`config.mk`:
```
export PLATFORM = sky130hd
export DESIGN_NAME = wsf_flag_unit
export DESIGN_NICKNAME = d
export VERILOG_FILES = /design/src/rtl/wsf_pkg.sv /design/src/rtl/wsf_rx_capture.sv /design/src/rtl/wsf_tx_apply.sv /design/src/rtl/wsf_flag_unit.sv
export SDC_FILE = /design/constraint.sdc
export NUM_CORES = 1
export LEC_CHECK = 0
export BUFFER_PORTS_ARGS = -buffer_cell sky130_fd_sc_hd__buf_2
export CORE_MARGIN = 2
export CORE_UTILIZATION = 50
export DETAILED_ROUTE_END_ITERATION = 8
export PLACE_DENSITY = 0.86
export SETUP_SLACK_MARGIN = 0.5
export SYNTH_ARGS = -nofsm -noshare
export SYNTH_HDL_FRONTEND = slang
export SYNTH_SLANG_ARGS = --single-unit
export TNS_END_PERCENT = 1
```
`constraint.sdc`:
```
create_clock -name clk -period 1.1 [get_ports clk]
set_input_delay 0.11 -clock clk [delete_from_list [all_inputs] [get_ports clk]]
set_output_delay 0.11 -clock clk [all_outputs]
set_load 0.03 [all_outputs]
```
`src/rtl/wsf_pkg.sv`:
```
package wsf_pkg;
    typedef enum logic [1:0] {
        SEL_MODE  = 2'd0,
        SEL_OFLAG = 2'd1,
        SEL_STAT  = 2'd2,
        SEL_RSVD  = 2'd3
    } reg_sel_e;

    typedef enum logic {
        RX_IDLE = 1'b0,
        RX_HELD = 1'b1
    } rx_state_e;

    typedef enum logic {
        TX_EMPTY = 1'b0,
        TX_FULL  = 1'b1
    } tx_state_e;
endpackage

```
`src/rtl/wsf_rx_capture.sv`:
```
module wsf_rx_capture
    import wsf_pkg::*;
#(
    parameter int N = 3
) (
    input  logic         clk,
    input  logic         rst_n,
    input  logic         rx_first,
    input  logic         rx_xfer,
    input  logic [N-1:0] pin_in,
    output logic [N-1:0] if_bits
);
    rx_state_e    state_q, state_d;
    logic [N-1:0] cap_q;
    logic         deliver;

    // A delivery only counts when a capture is pending.
    assign deliver = (state_q == RX_HELD) && rx_xfer;

    always_comb begin
        state_d = state_q;
        unique case (state_q)
            RX_IDLE: if (rx_first) state_d = RX_HELD;
            RX_HELD: if (rx_xfer && !rx_first) state_d = RX_IDLE;
            default: state_d = RX_IDLE;
        endcase
    end

    always_ff @(posedge clk) begin
        if (!rst_n) state_q <= RX_IDLE;
        else        state_q <= state_d;
    end

    always_ff @(posedge clk) begin
        if (!rst_n) begin
            cap_q   <= '0;
            if_bits <= '0;
        end else begin
            if (deliver)  if_bits <= cap_q;
            if (rx_first) cap_q   <= pin_in;
        end
    end
endmodule

```
`src/rtl/wsf_tx_apply.sv`:
```
module wsf_tx_apply
    import wsf_pkg::*;
#(
    parameter int N = 3
) (
    input  logic         clk,
    input  logic         rst_n,
    input  logic         txd_wr,
    input  logic         tx_load,
    input  logic [N-1:0] of_buf,
    output logic [N-1:0] pin_out,
    output logic         tx_empty
);
    tx_state_e state_q, state_d;
    logic      consume;

    assign consume = (state_q == TX_FULL) && tx_load;

    always_comb begin
        state_d = state_q;
        unique case (state_q)
            TX_EMPTY: if (txd_wr) state_d = TX_FULL;
            TX_FULL:  if (tx_load && !txd_wr) state_d = TX_EMPTY;
            default:  state_d = TX_EMPTY;
        endcase
    end

    always_ff @(posedge clk) begin
        if (!rst_n) state_q <= TX_EMPTY;
        else        state_q <= state_d;
    end

    always_ff @(posedge clk) begin
        if (!rst_n)       pin_out <= '0;
        else if (consume) pin_out <= of_buf;
    end

    assign tx_empty = (state_q == TX_EMPTY);
endmodule

```
`src/rtl/wsf_flag_unit.sv`:
```
module wsf_flag_unit
    import wsf_pkg::*;
#(
    parameter int NFLAG = 3
) (
    input  logic             clk,
    input  logic             rst_n,
    input  logic             wr_en,
    input  logic [1:0]       wr_sel,
    input  logic [NFLAG-1:0] wr_data,
    input  logic [1:0]       rd_sel,
    output logic [NFLAG:0]   rd_data,
    input  logic             rx_first,
    input  logic             rx_xfer,
    input  logic             txd_wr,
    input  logic             tx_load,
    input  logic [NFLAG-1:0] pin_in,
    output logic [NFLAG-1:0] pin_out,
    output logic [NFLAG-1:0] pin_oe
);
    logic [NFLAG-1:0] mode_q;
    logic [NFLAG-1:0] of_buf_q;
    logic [NFLAG-1:0] if_bits;
    logic             tx_empty;

    always_ff @(posedge clk) begin
        if (!rst_n) begin
            mode_q   <= '0;
            of_buf_q <= '0;
        end else if (wr_en) begin
            if (reg_sel_e'(wr_sel) == SEL_MODE)  mode_q   <= wr_data;
            if (reg_sel_e'(wr_sel) == SEL_OFLAG) of_buf_q <= wr_data;
        end
    end

    always_comb begin
        unique case (reg_sel_e'(rd_sel))
            SEL_MODE:  rd_data = {1'b0, mode_q};
            SEL_OFLAG: rd_data = {1'b0, of_buf_q};
            SEL_STAT:  rd_data = {tx_empty, if_bits};
            default:   rd_data = '0;
        endcase
    end

    assign pin_oe = mode_q;

    wsf_rx_capture #(.N(NFLAG)) u_rx (
        .clk      (clk),
        .rst_n    (rst_n),
        .rx_first (rx_first),
        .rx_xfer  (rx_xfer),
        .pin_in   (pin_in),
        .if_bits  (if_bits)
    );

    wsf_tx_apply #(.N(NFLAG)) u_tx (
        .clk      (clk),
        .rst_n    (rst_n),
        .txd_wr   (txd_wr),
        .tx_load  (tx_load),
        .of_buf   (of_buf_q),
        .pin_out  (pin_out),
        .tx_empty (tx_empty)
    );
endmodule

```
== Word-level counts from Yosys, hierarchy flattened ==
Index checks and enable logic that the tools add are counted.
Word-level totals
  bits in registers: 17
  input bits: 17
  output and inout bits: 10
  word-level logic and storage cells: 29
Cells by class
  equal/unequal tests: 3
  muxes and demuxes: 7
  bitwise operators: 2
  reduce and logical (&&, ||, !) cells: 10
Operators with widths (count)
  4-bit one-hot mux with 3 select lines: 1
  2-bit by 1-bit == test with 1-bit output, second input constant: 2
  1-bit logical AND: 4
  2-bit logical NOT: 2
  1-bit 2-to-1 mux: 4
  1-bit one-hot mux with 2 select lines: 2
  2-bit AND reduction: 2
  2-bit == test, second input constant: 1
  1-bit logical NOT: 2
  1-bit NOT: 2

== Depth between registers and ports, before layout ==
  depth in word-level cells: 4
  depth in mapped cells: 3
  mapped depth without buffers: 2

== Hierarchy ==
From an unflattened synthesis, not the netlist that was laid out.
Unflattened totals
  cell total of the unflattened synthesis: 77
  area, all modules: 742.0 µm²
By module, submodules not included
  wsf_flag_unit: times used 1, cells each 34, area each 320.3 µm²
  wsf_rx_capture: times used 1, cells each 26, area each 259.0 µm²
  wsf_tx_apply: times used 1, cells each 17, area each 162.7 µm²

== Worst setup path after synthesis ==
No wires, ideal clock.
  path kind: register to output
  start: register mode_q[0] (netlist: pin_oe[0])
  end: output port rd_data[0]
  arrival time: 1.126 ns
  required time: 0.990 ns
  slack: -0.136 ns
  cell stages (with the launch flop): 3
  path buffers: 0
  cell sequence: dfxtp_1 mux2i_1 o2bb2ai_1
On the way
  cells in the longest elaborated chain, start to end: 1
Ends and longest elaborated chain
  from (decl): RTL line wsf_flag_unit.sv:21  | logic [NFLAG-1:0] mode_q;
  from (signal assigned): RTL line wsf_flag_unit.sv:31  | if (reg_sel_e'(wr_sel) == SEL_MODE) mode_q <= wr_data;
  4-bit one-hot mux with 3 select lines: RTL line wsf_flag_unit.sv:37  | unique case (reg_sel_e'(rd_sel))
  to (decl): RTL line wsf_flag_unit.sv:12  | output logic [NFLAG:0] rd_data,
Every way passes these cells.

== Worst setup path after layout ==
Ends and elaborated chain as after synthesis.

==> flow_summary.toml <==
[status]
status = "finished, violations left"
failed_checks = "negative setup slack"

[synth]
netlist_area_um2 = 732.0
synth-warning-count = 0
yosys-top-cells-count = "dfxtp_1 (17), mux2i_1 (12), nand2_1 (9)"
synth-edff-count = 0
synth.top_cells.by_area = "dfxtp_1 (46%), mux2i_1 (16%), a21bo_1 (8.2%)"
ys_types = 15
yosys.area.top_type_share_pct = 46.50
ys_async_sr_fraction_pct = 0
netlist_instances = 72
yosysTopAreaCell = "dfxtp_1"
synth_most_common_cell = "dfxtp_1"
synth_seq_cells = 17
yosys_most_used_dff = "dfxtp_1"
syn_nets = 89
ys_seq_area_share_pct = 46.50
synth.avg_cell_area_um2 = 10.17

[critical_path]
max_stage_delay_ps = 360
cp.buffers_inverters = 1
worst_path_max_delay_cell = "dfxtp_4"
critPathRequiredTime_ps = 990
path_cells = "mux2i_4 > o2bb2ai_4 > buf_6"
crit_family = "flip-flops"
reg2reg_slack_ps = 300
path_class = "reg -> out"
endpoint_kind = "output port"
path_max_fanout = 2
cp.arrival_ps = 1020
crit_path_start_kind = "flop"

[floorplanning]
initial_core_util_pct = 54.88
io_pins = 27
coreArea_um2 = 1334
num_rows = 13
chipHeight_um = 42.26
die_area_um2 = 1786
die-width_um = 42.26

[timing]
whs_ps = 51.41
tightest_slew_ps = 291.7
fmax_mhz = 888.3
slew_viol_final = 0
setup_viol = 3
fin_crit_sh_pct = 102.3
min_period_ps = 1126
rsz0062_at_grt = "true"
skew_ps = 1.168
slew_headroom_pct = 80.54
finalHoldViolations = 0
fin_ws_ps = -25.74

[global_route]
grt_use_total_pct = 20.48
grt_max_degree = 13
grt_pass1_wl_mm = 2.725
antenna_found_initial = 0
grt_pass1_vias = 642
overflow = 0

[detailed_routing]
drc_errors = 0
wl_per_cell_um = 14.16
vias = 659
drt_iter0_markers = 7
viasPerCell = 5.492
ant_nets = 0
firstDrtPassIters = 4
wl_mm = 1.699

[layout]
drive_gt1_share_pct = 60.00
final_nets = 123
final_area_um2 = 1160
areaGrowthSynthToFinish_pct = 58.46
insertedDiodeCount = 0
nFillCells = 64

[place]
gp_congestion = 0.7207
placed_area_um2 = 1002
place_ws_ps = 87.18
io_buffers = 26
hpwl_mm = 1.229

[cts]
cts_tree = "done"
cts.clk_slew.worst_paths_ps = 90
clock_latency_ps = 280
clock_sinks = 17
htreeDepth = 1
cts_buffer_depth = 2
numCtsBuffers = 3
hold_buffers = 0
clockRootBuffer = "clkbuf_4"

[power]
power.density_nw_per_um2 = 1010
vdd_drop_max_uv = 930.2
fin_total_pwr_mw = 1.172
leakage_nw = 0.4765

[hold_path]
hp-class = "in -> reg"

[run]
maxCapViolations = 0
[stage by stage]
stage / util, % / std cells / TNS (ps)
final: 86.96 / 120 / -70.37
after global routing: 86.96 / 120 / -164.8
after CTS: 85.55 / 120 / -79.11
after detailed placement: 75.14 / 113 / 0
after global placement: 75.14 / 113 / 0
after floorplan: - / 72 / 0
[power breakdown]
part | internal [mW] | total [mW] | leakage (nW) | switching, mW
registers | 0.628 | 0.654 | 0.148 | 0.0256
logic | 0.0969 | 0.196 | 0.314 | 0.0995
clock network | 0.141 | 0.322 | 0.0150 | 0.181
[path summary, 6_finish.rpt]
kind,start,endpoint,cells after the start
min reg2reg,u_rx.cap_q[2],u_rx.if_bits[2],2
max,pin_oe[0],rd_data[0],3
min,txd_wr,u_tx.state_q,2
max reg2reg,u_rx.if_bits[1],u_rx.if_bits[1],2
[layout make-up]
class | instances | area, µm² | area share, %
multi-input cells | 53 | 504.2 | 43.47
repair buffers | 30 | 226.5 | 19.53
clock buffers | 4 | 26.28 | 2.265
flip-flops and latches | 17 | 380.4 | 32.79
inverters | 1 | 3.754 | 0.3236
well taps | 15 | 18.77 | 1.618
[logic make-up (layout without fill, tap and decap cells)]
kind of cell	Yosys count	after routing	synth area share, %
buf+inv	2	35	1.538
simple gates	24	24	17.61
mux	12	12	16.41
flops	17	17	46.50
compound gates	17	17	17.95
[cells in the final DEF, fill, tap and decap left out, types with 4 or more instances in the layout]
cell type and count:
mux2i_1 9, a21bo_1 6, nand3_1 6, dfxtp_4 8, a21oi_1 4, dfxtp_2 8, nand2_1 8, buf_6 11
buf_2 16
[routing by layer]
metal,vias up,share of wire (%),global-route usage [%]
met1,309,41,24.26
li1,327,-,-
met3,2,3.9,3.879
met4,0,0.77,5.625
met2,21,55,37.23
met5,-,0,0
[sequential cells by signal, summed over array words and instances, names as in the netlist]
signal	cells
pin_oe	3
u_rx.state_q	1
of_buf_q	3
u_tx.pin_out	3
u_rx.if_bits	3
u_rx.cap_q	3
u_tx.state_q	1
[what timing repair did]
action,CTS,global route
pin swaps,10,13
gates resized for setup,33,8
setup endpoints to repair,25,27
setup buffers,3,0
cloned,0,0
(Power assumes the default switching activity.)
